==> src/rtl/dcp_pkg.sv <==
package dcp_pkg;

  localparam int OP_W = 4;

  typedef enum logic [OP_W-1:0] {
    OP_DESEL = 4'd0,
    OP_PREA  = 4'd1,
    OP_REF   = 4'd2,
    OP_MRS   = 4'd3,
    OP_ZQS   = 4'd4,
    OP_ZQL   = 4'd5,
    OP_RSTL  = 4'd6,
    OP_MRR   = 4'd8
  } dcp_op_e;

  // True for every opcode the port knows how to drive.
  function automatic logic op_defined(input logic [OP_W-1:0] op);
    return (op <= 4'd6) || (op == 4'd8);
  endfunction

  // Busy spacing in cycles for a defined opcode.
  function automatic int op_gap(input logic [OP_W-1:0] op,
                                input int t_base, input int t_mrs,
                                input int t_long);
    case (op)
      OP_REF, OP_ZQL: return t_long;
      OP_MRS:         return t_mrs;
      default:        return t_base;
    endcase
  endfunction

endpackage

==> src/rtl/dcp_field_decode.sv <==
module dcp_field_decode
  import dcp_pkg::*;
#(
  parameter int ADDR_W = 13,
  parameter int BA_W   = 3,
  parameter int RANK_W = 2
) (
  input  logic [31:0]        word,
  output logic               start,
  output logic [OP_W-1:0]    op,
  output logic [ADDR_W-1:0]  addr,
  output logic [BA_W-1:0]    ba,
  output logic [RANK_W-1:0]  rank,
  output logic               legal
);
  localparam int ADDR_LSB = OP_W;
  localparam int BA_LSB   = ADDR_LSB + ADDR_W;
  localparam int RANK_LSB = BA_LSB + BA_W;
  localparam int TOP_USED = RANK_LSB + RANK_W;

  assign start = word[31];
  assign op    = word[OP_W-1:0];
  assign addr  = word[BA_LSB-1:ADDR_LSB];
  assign ba    = word[RANK_LSB-1:BA_LSB];
  assign rank  = word[TOP_USED-1:RANK_LSB];
  assign legal = op_defined(op);

  logic unused_pad;
  assign unused_pad = ^word[30:TOP_USED];
endmodule

==> src/rtl/dcp_gap_timer.sv <==
module dcp_gap_timer
  import dcp_pkg::*;
#(
  parameter int T_BASE = 2,
  parameter int T_MRS  = 4,
  parameter int T_LONG = 16
) (
  input  logic            clk,
  input  logic            rst_n,
  input  logic            load,
  input  logic [OP_W-1:0] op,
  output logic            busy
);
  localparam int CNT_W = $clog2(T_LONG + 1);

  logic [CNT_W-1:0] cnt;

  always_ff @(posedge clk) begin
    if (!rst_n)          cnt <= '0;
    else if (load)       cnt <= CNT_W'(op_gap(op, T_BASE, T_MRS, T_LONG));
    else if (cnt != '0)  cnt <= cnt - 1'b1;
  end

  assign busy = (cnt != '0);
endmodule

==> src/rtl/dcp_bus_driver.sv <==
module dcp_bus_driver
  import dcp_pkg::*;
#(
  parameter int ADDR_W = 13,
  parameter int BA_W   = 3,
  parameter int RANK_W = 2
) (
  input  logic               clk,
  input  logic               rst_n,
  input  logic               fire,
  input  logic [OP_W-1:0]    op,
  input  logic [RANK_W-1:0]  rank,
  input  logic [BA_W-1:0]    ba,
  input  logic [ADDR_W-1:0]  addr,
  output logic [RANK_W-1:0]  bus_cs,
  output logic [BA_W-1:0]    bus_ba,
  output logic [ADDR_W-1:0]  bus_addr,
  output logic [OP_W-1:0]    bus_cmd
);
  logic drive;
  assign drive = fire && (op != OP_DESEL);

  always_ff @(posedge clk) begin
    if (!rst_n || !drive) begin
      bus_cs   <= '0;
      bus_ba   <= '0;
      bus_addr <= '0;
      bus_cmd  <= '0;
    end else begin
      bus_cs   <= rank;
      bus_ba   <= ba;
      bus_addr <= addr;
      bus_cmd  <= op;
    end
  end
endmodule

==> src/rtl/dram_cmd_port.sv <==
module dram_cmd_port
  import dcp_pkg::*;
#(
  parameter int ADDR_W = 13,
  parameter int BA_W   = 3,
  parameter int RANK_W = 2,
  parameter int T_BASE = 2,
  parameter int T_MRS  = 4,
  parameter int T_LONG = 16
) (
  input  logic               clk,
  input  logic               rst_n,
  input  logic               wr_en,
  input  logic [31:0]        wr_data,
  output logic [31:0]        rd_data,
  output logic [RANK_W-1:0]  bus_cs,
  output logic [BA_W-1:0]    bus_ba,
  output logic [ADDR_W-1:0]  bus_addr,
  output logic [OP_W-1:0]    bus_cmd
);
  localparam int PAD_W = 31 - (RANK_W + BA_W + ADDR_W + OP_W);

  logic              w_start, w_legal;
  logic [OP_W-1:0]   w_op;
  logic [ADDR_W-1:0] w_addr;
  logic [BA_W-1:0]   w_ba;
  logic [RANK_W-1:0] w_rank;

  // Named events shared with the checker.
  logic busy, accept, launch;

  dcp_field_decode #(.ADDR_W(ADDR_W), .BA_W(BA_W), .RANK_W(RANK_W)) u_dec (
    .word(wr_data), .start(w_start), .op(w_op), .addr(w_addr),
    .ba(w_ba), .rank(w_rank), .legal(w_legal)
  );

  assign accept = wr_en && !busy;
  assign launch = accept && w_start && w_legal;

  dcp_gap_timer #(.T_BASE(T_BASE), .T_MRS(T_MRS), .T_LONG(T_LONG)) u_tmr (
    .clk(clk), .rst_n(rst_n), .load(launch), .op(w_op), .busy(busy)
  );

  dcp_bus_driver #(.ADDR_W(ADDR_W), .BA_W(BA_W), .RANK_W(RANK_W)) u_bus (
    .clk(clk), .rst_n(rst_n), .fire(launch), .op(w_op), .rank(w_rank),
    .ba(w_ba), .addr(w_addr), .bus_cs(bus_cs), .bus_ba(bus_ba),
    .bus_addr(bus_addr), .bus_cmd(bus_cmd)
  );

  logic [OP_W-1:0]   op_q;
  logic [ADDR_W-1:0] addr_q;
  logic [BA_W-1:0]   ba_q;
  logic [RANK_W-1:0] rank_q;

  always_ff @(posedge clk) begin
    if (!rst_n) begin
      op_q <= '0; addr_q <= '0; ba_q <= '0; rank_q <= '0;
    end else if (accept) begin
      op_q <= w_op; addr_q <= w_addr; ba_q <= w_ba; rank_q <= w_rank;
    end
  end

  assign rd_data = {busy, {PAD_W{1'b0}}, rank_q, ba_q, addr_q, op_q};
endmodule

==> config.mk <==
export PLATFORM = sky130hd
export DESIGN_NAME = dram_cmd_port
export DESIGN_NICKNAME = d
export VERILOG_FILES = /design/src/rtl/dcp_pkg.sv /design/src/rtl/dcp_field_decode.sv /design/src/rtl/dcp_gap_timer.sv /design/src/rtl/dcp_bus_driver.sv /design/src/rtl/dram_cmd_port.sv
export SDC_FILE = /design/constraint.sdc
export NUM_CORES = 1
export LEC_CHECK = 0
export BUFFER_PORTS_ARGS = -buffer_cell sky130_fd_sc_hd__clkbuf_2
export CORE_UTILIZATION = 49
export DETAILED_ROUTE_END_ITERATION = 16
export PLACE_DENSITY = 0.82
export SETUP_SLACK_MARGIN = 0.1
export SYNTH_ARGS = -nofsm -noshare
export SYNTH_HDL_FRONTEND = slang
export SYNTH_SLANG_ARGS = --single-unit
==> constraint.sdc <==
create_clock -name clk -period 5.45 [get_ports clk]
set_clock_uncertainty 0.15 [all_clocks]
set_input_delay 1.09 -clock clk [delete_from_list [all_inputs] [get_ports clk]]
set_output_delay 1.09 -clock clk [all_outputs]
set_load 0.01 [all_outputs]
After elaboration in Yosys (flattened, before gate mapping)
Index checks and enable logic that the tools add are counted.

Register bits: 49. Output and inout bits: 54. Word-level logic and storage cells: 31.

Add/sub/neg operators: 1. $lt $le $gt $ge: 1. Equal/unequal tests: 4. Muxes and demuxes: 3. Reductions and logical operators: 13.

Operators by type and width (number): $mux 5 (2); $pmux 5 s2 (1); $eq 4x2->1 const B (2); $reduce_bool 5->1 (1); $sub 5x1->5 const B (1); $eq 4x3->1 const B (1); $eq 4x4->1 const B (1); $le 4x3->1 const B (1); $logic_and 1x1->1 (4); $reduce_bool 4->1 (1); $logic_not 1->1 (3); $logic_or 1x1->1 (2); $reduce_bool 2->1 (1); $reduce_or 2->1 (1).

Logic depth before layout (Yosys ltp)
Gate-level depths: netlist (run 1).

Depth after elaboration: 8. Mapped depth: 7. Gate-level depth less buffers: 6.

Hierarchy
From an unflattened synthesis (run 1), not the netlist that was laid out.

Cells, all modules: 216. Area, all modules: 2132.0 um^2.

By module, submodules not included: dram_cmd_port (instances 1, cells each 109, area an instance 1004.7 um^2, seq. area each 440.4 um^2); dcp_bus_driver (instances 1, cells each 50, area an instance 636.9 um^2, seq. area each 440.4 um^2); dcp_gap_timer (instances 1, cells each 31, area an instance 294.0 um^2, seq. area each 100.1 um^2); dcp_field_decode (instances 1, cells each 26, area an instance 196.4 um^2, seq. area each 0.0 um^2).

Worst setup path before layout (run 1)
No wires, ideal clock.

Path kind: register to output. Start: reg u_tmr.cnt[0]. End: out rd_data[31]. Arrival: 1.172 ns. Slack: 3.038 ns. Cell stages (with the launch flop): 6. Path buffers: 1. Cell sequence: dfxtp_1 inv_1 ha_1 nor4b_4 inv_1 buf_4.

Longest elaborated chain between the ends: 1.

RTL lines: start: declaration (line dcp_gap_timer.sv:16) `logic [CNT_W-1:0] cnt;`; start signal: assignment (line dcp_gap_timer.sv:20) `else if (load) cnt <= CNT_W'(op_gap(op, T_BASE, T_MRS, T_LONG));`; start signal: assignment (line dcp_gap_timer.sv:21) `else if (cnt != '0) cnt <= cnt - 1'b1;`; $reduce_bool 5->1 (line dcp_gap_timer.sv:24) `assign busy = (cnt != '0);`; end: declaration (line dram_cmd_port.sv:15) `output logic [31:0] rd_data,`.

No other way between the ends.

Worst setup path after layout (run 1)
Ends and elaborated chain as after synthesis.

==> run summary, run 1 <==
Worst Path Arrival: 1.64 ns
CP delay by family, top: simple AND/OR/NAND/NOR gates
Slew headroom: 0.440
routability cong.: 0.811
first-pass iteration count of the detailed router: 4
Setup Buffers After CTS: 0
worst setup path start: u_tmr.cnt[0]
Critical Path Fanout Max: 9
post_cts resized: 0
IO Pins: 89
crit path buf inv count: 3
# hold bufs at CTS: 0
Yosys top cell area share: 0.500
share of layout cells above drive strength 1: 0.430
Die Wd: 65.3 um
pin count of the biggest net entering global routing: 29
vias in the first global route: 1311
Critical Path Start Type: register
Vias per Instance: 4.66
worst slew pin tran: 0.840 ns
post-synthesis sequential area ratio: 0.500
DR DRC count: 0
# setup viols final: 0
final setup margin: 2.57 ns
dpl cells: 305
CTS max path bufs: 2
total power draw: 1.02 mW
DRT Wirelength: 3.57 mm
Yosys reg bits: 49
Final Cell Area: 0.00234 mm2
clock slew at reported path FFs: 0.09 ns
Core ar.: 0.00374 mm2
RSZ-0062 raised after global routing: false
CTS HTree Levels: 2
status: finished, final reports clean
initial antenna violation count: 0
Crit-path slowest cell: nor4b_4
Worst-Skew Late Latency: 0.30 ns
Sink Count: 49
multi-input logic area: 847 um2
GRT overflow: 0
Crit path depth: 5
num rows: 22
worst path required time: 4.21 ns
die height: 65.3 um
Final Hold Slack: 0.306 ns
DRT antenna net count: 0
ANT cells: 0
Port Buffer Count: 70
largest area contributor in the netlist: dfxtp_1
final hold vios: 0
most common cell after layout, fill and taps aside: clkbuf_2
Critical Path Max Stage Delay: 0.47 ns
YS warnings: 0
final critical-path share of the clock period: 0.528
Critical Path Most Common Cell: inv_1
Final nets: 300
Avg Inst Size Synth: 9.91 um2
power per cell area: 434 mW/mm2
routed via count: 1459
Reg-to-Reg Start: u_tmr.cnt[0]
reg2reg path depth: 6
critical path class: reg -> out
peak supply drop: 0.225 mV
pre-CTS worst setup slack: 2.64 ns
HP Class: reg -> reg
WL per Instance: 11.4 um
initial core utilization: 0.524
most frequent cells in the layout: 70 x clkbuf_2, 49 x dfxtp_1, 35 x nand2_1, 12 x a21boi_1, 11 x nor2_1
full die area: 0.00426 mm2
Detailed Route Iter0 Violations: 45
worst reg2reg setup slack: 3.26 ns
Leakage Power: 1.09 nW
final HPWL from detailed placement: 2.52 mm
Layout fillers: 332
synth unique cells: 37
Syn Std Cell Area: 0.00196 mm2
cells along the critical path: inv_1 > ha_1 > nor4b_4 > inv_1 > clkbuf_2
post-route insts no fill: 313
CP Capture Type: output pin
hold depth: 2
fmax: 0.347 GHz
area delta synth->final: 19.3%
max-slew violations: 0
R2R Path End: u_bus.bus_cmd[1]
sequential cell area: 981 um2
setup TNS: 0 ns
# Max-Cap Violations: 0
Area after DPL: 0.00225 mm2
utilization after layout: 0.625
top cells by area, synth: dfxtp_1 50%, nand2_1 6.7%, a21boi_2 5.7%, nand2_4 5.7%, a21boi_1 4.6%
Overall Global Routing Usage: 0.175
first-pass GRT wire length: 5.70 mm
crit path capture: rd_data[31]
CTS Buf Count: 5
cell count after synthesis: 198
TritonCTS clock tree: yes
root buffer cell: clkbuf_8
crit path time final: 2.88 ns
worst min path at each step:
stage,startpoint,endpoint,slack [ns]
2_1_floorplan,addr_q[10],addr_q[10],0.33
3_3_place_gp,rank_q[0],rank_q[0],0.29
3_5_place_dp,rank_q[0],rank_q[0],0.29
4_1_cts,rank_q[0],rank_q[0],0.31
5_1_grt,addr_q[9],addr_q[9],0.34
6_report,op_q[2],op_q[2],0.31
worst reg2reg max path, stage by stage (launching register included):
cell and delay [ns]:
dfxtp_1 0.34, inv_1 0.06, ha_1 0.21, nor4b_4 0.47, nand2_2 0.39, nor3_1 0.35, and2_1 0.17
cell families (layout without fill, tap and decap cells):
| group | Yosys count | in the layout | share of synthesized area |
|---|---|---|---|
| simple gates | 90 | 90 | 0.264 |
| flops | 49 | 49 | 0.500 |
| compound gates | 33 | 33 | 0.140 |
| buf+inv | 23 | 82 | 0.0835 |
| fa+ha+maj | 1 | 1 | 0.00638 |
| other cells | 1 | 9 | 0.00191 |
| xor+xnor | 1 | 1 | 0.00447 |
synthesized netlist by cell type:
cell / instances
nor4b_4: 1
dfxtp_1: 49
o311a_1: 1
nand3b_1: 1
nand2_2: 4
nor2_1: 11
and2_4: 1
nor4_1: 2
nand2_1: 35
ha_1: 1
a21boi_2: 10
or3_1: 2
nor2_2: 10
nand2b_1: 2
buf_12: 1
nor3b_1: 1
o211a_1: 1
buf_2: 1
a21boi_0: 1
buf_6: 3
buf_4: 10
nor2b_1: 3
o21ai_1: 1
clkbuf_1: 4
or4_1: 1
a21oi_1: 3
xor2_1: 1
o21a_1: 1
a31oi_1: 1
nor3_1: 2
conb_1: 1
nand3_1: 1
nand2_4: 10
o21ai_0: 2
inv_1: 4
and2_1: 3
a21boi_1: 12
registers in the layout, summed over array words and instances (netlist names):
| name | count |
|---|---|
| rank_q | 2 |
| addr_q | 13 |
| u_bus.bus_cs | 2 |
| ba_q | 3 |
| u_bus.bus_cmd | 4 |
| u_bus.bus_addr | 13 |
| op_q | 4 |
| u_bus.bus_ba | 3 |
| u_tmr.cnt | 5 |
area by class of cell:
class,count,share of cell area
timing repair buffer,70,0.150
sequential,49,0.419
tap,48,0.0257
inverter,4,0.00642
clock inverter,3,0.00749
clock buffer,5,0.0294
multi-input combinational,134,0.362
per-layer routing:
metal / track usage / vias up / wire (um)
met5: 0 / - / 0
met4: 0.0598 / 0 / 43
met3: 0.0573 / 5 / 218
met2: 0.298 / 49 / 1640
met1: 0.204 / 652 / 1660
li1: - / 753 / -
power by group:
group,leakage [nW],switching [mW],internal (mW)
registers,0.398,0.0357,0.412
logic,0.652,0.217,0.144
clock network,0.0439,0.118,0.0887
total,1.09,0.371,0.645
No activity file was read; power rests on OpenSTA's default activity.
==> run 2, diff against run 1 <==
Settings changed: CORE_UTILIZATION 49 to 42, PLACE_DENSITY 0.82 to 0.75.
Clock period 5.45 ns to 2.61 ns, I/O delays scaled along.
==> run 2 against run 1 <==
Compared with the run above: combinational power up 120%; register-to-register slack worse by 2.6 ns; clock power grew to 2.7 times the previous value; highest routed layer unchanged; flip-flop and latch count is the same; hold slack got worse by 0.014 ns; critical path type unchanged; design area increased by 2.5%; sequential share of layout area down 1.0 points.
==> run summary, run 2 (synthesized netlist as in run 1, its figures left out) <==
critical path class: reg -> out
reg2reg path depth: 6 (unchanged)
# setup viols final: 0 (unchanged)
Hold EP: u_bus.bus_ba[2]
Final Cell Area: 0.00240 mm2 (+2.5%)
Reg-to-Reg Start: u_tmr.cnt[0]
first-pass GRT wire length: 5.89 mm (+3.3%)
IO Pins: 89 (unchanged)
Worst-Skew Late Latency: 0.29 ns (about the same)
final HPWL from detailed placement: 2.53 mm (+0.26%)
die height: 70.3 um (+7.8%)
routed via count: 1461 (+0.14%)
DRT antenna net count: 0 (unchanged)
share of layout cells above drive strength 1: 0.433 (+0.00265)
Crit-path slowest cell: nor4b_4
total power draw: 2.27 mW (+120%)
crit path time final: 2.19 ns
most frequent cells in the layout: 70 x clkbuf_2, 49 x dfxtp_1, 35 x nand2_1, 12 x a21boi_1, 11 x nor2_1
Critical Path Fanout Max: 6 (-3)
CP delay by family, top: simple AND/OR/NAND/NOR gates
# hold bufs at CTS: 0 (unchanged)
Overall Global Routing Usage: 0.150 (-0.0250)
Layout fillers: 421 (+27%)
GRT overflow: 0 (unchanged)
RSZ-0062 raised after global routing: false
setup TNS: 0 ns (unchanged)
HP Class: in -> reg
Core ar.: 0.00441 mm2 (+18%)
worst reg2reg setup slack: 0.64 ns (-2.62 ns)
vias in the first global route: 1329 (+1.4%)
hold depth: 3 (+1)
Critical Path Max Stage Delay: 0.36 ns (-0.11 ns)
Sink Count: 49 (unchanged)
Die Wd: 70.3 um (+7.8%)
utilization after layout: 0.543 (-0.0819)
Critical Path Start Type: register
pin count of the biggest net entering global routing: 28 (-3.4%)
Port Buffer Count: 70 (unchanged)
Worst Path Arrival: 1.52 ns (-0.12 ns)
Clk pwr share: 0.241 (+0.038)
full die area: 0.00495 mm2 (+16%)
Setup Buffers After CTS: 0 (unchanged)
switching share of power: 0.338 (-0.0270)
sequential power share: 0.412 (-0.029)
hold_sp: wr_data[19]
num rows: 24 (+9.1%)
Detailed Route Iter0 Violations: 70 (+56%)
first-pass iteration count of the detailed router: 4 (unchanged)
most common cell after layout, fill and taps aside: clkbuf_2
# Max-Cap Violations: 0 (unchanged)
P_sw: 766 uW (+110%)
multi-input logic area: 847 um2 (unchanged)
CTS HTree Levels: 2 (unchanged)
power per cell area: 946 mW/mm2 (+120%)
WL per Instance: 11.1 um (-2.5%)
initial antenna violation count: 0 (unchanged)
initial core utilization: 0.444 (-0.0796)
DRT Wirelength: 3.56 mm (-0.31%)
crit path buf inv count: 3 (unchanged)
peak supply drop: 0.629 mV (+180%)
status: finished, final reports clean
CP Capture Type: output pin
routability cong.: 0.738 (-9.0%)
CTS max path bufs: 2 (unchanged)
clock slew at reported path FFs: 0.08 ns (about the same)
post_cts resized: 0 (unchanged)
Critical Path Most Common Cell: inv_1
max-slew violations: 0 (unchanged)
Area after DPL: 0.00228 mm2 (+1.2%)
ANT cells: 0 (unchanged)
cells along the critical path: inv_1 > ha_1 > nor4b_4 > inv_1 > clkbuf_2
sequential cell area: 981 um2 (unchanged)
worst path required time: 1.94 ns (-2.27 ns)
root buffer cell: clkbuf_8
Leakage Power: 1.12 nW (+2.6%)
Final nets: 303 (+1.0%)
Slew headroom: 0.429 (-0.0116)
final hold vios: 0 (unchanged)
Vias per Instance: 4.57 (-2.1%)
R2R Path End: rank_q[0]
TritonCTS clock tree: yes
area delta synth->final: 22.2%
Final Hold Slack: 0.292 ns (-0.0140 ns)
combinational power share: 0.347 (-0.009)
biggest regs: addr_q (13), u_bus.bus_addr (13), u_tmr.cnt (5)
DR DRC count: 0 (unchanged)
fmax: 0.457 GHz
final critical-path share of the clock period: 0.838
CTS Buf Count: 5 (unchanged)
Int Power: 1.50 mW (+130%)
worst slew pin tran: 0.857 ns (+0.0174 ns)
[run 2: cell count changes in the layout (fill, tap and decap cells not counted), sizes merged]
cell,before,now
buf,0,3
bufinv,0,1
clkbuf,75,77
clkinv,2,0
clkinvlp,1,0
[run 2: layout make-up]
type / count / share of cell area
clock buffers: 7 / 0.0360
clock inverters: 1 / 0.0125
inverters: 4 / 0.00626
multi-input cells: 134 / 0.353
flip-flops and latches: 49 / 0.409
well taps: 52 / 0.0271
repair buffers: 73 / 0.156
[run 2: how the worst max path moves through the flow]
| stage | depth (start not counted) | to | start | slack (ns) |
|---|---|---|---|---|
| after floorplan | 5 | rd_data[31] | u_tmr.cnt[0] | 0.77 |
| after global placement | 5 | u_bus.bus_ba[2] | wr_data[1] | 0.38 |
| after detailed placement | 5 | u_bus.bus_ba[2] | wr_data[2] | 0.35 |
| after CTS | 5 | rd_data[31] | u_tmr.cnt[0] | 0.41 |
| after global routing | 5 | rd_data[31] | u_tmr.cnt[0] | 0.24 |
| final | 5 | rd_data[31] | u_tmr.cnt[0] | 0.42 |
[run 2: tightest hold or removal path, delay by kind of cell]
| family | cells | cell delay [ns] |
|---|---|---|
| AND/OR/NAND/NOR | 2 | 0.10 |
| buffers and inverters | 1 | 0.08 |
[run 2: metal layers]
layer | vias up | part of all wire | track usage
met5 | - | 0 | 0
met4 | 0 | 0.013 | 0.0467
met3 | 5 | 0.062 | 0.0447
met2 | 55 | 0.46 | 0.249
met1 | 643 | 0.46 | 0.185
li1 | 758 | - | -
[run 2: power by group through the flow]
stage          logic, mW  registers (mW)  clock network, mW
2_1_floorplan      0.615           0.981                  0
3_3_place_gp       0.789           0.949                  0
3_5_place_dp       0.799           0.953                  0
4_1_cts            0.801           0.935              0.564
5_1_grt            0.883           0.949              0.593
6_report           0.787           0.933              0.547
[run 2: per-stage QoR]
| stage | setup slack [ns] | cells |
|---|---|---|
| floorplan | 0.766 | 206 |
| global placement | 0.384 | 312 |
| detailed placement | 0.352 | 312 |
| CTS | 0.407 | 320 |
| global route | 0.243 | 320 |
| finish | 0.423 | 320 |
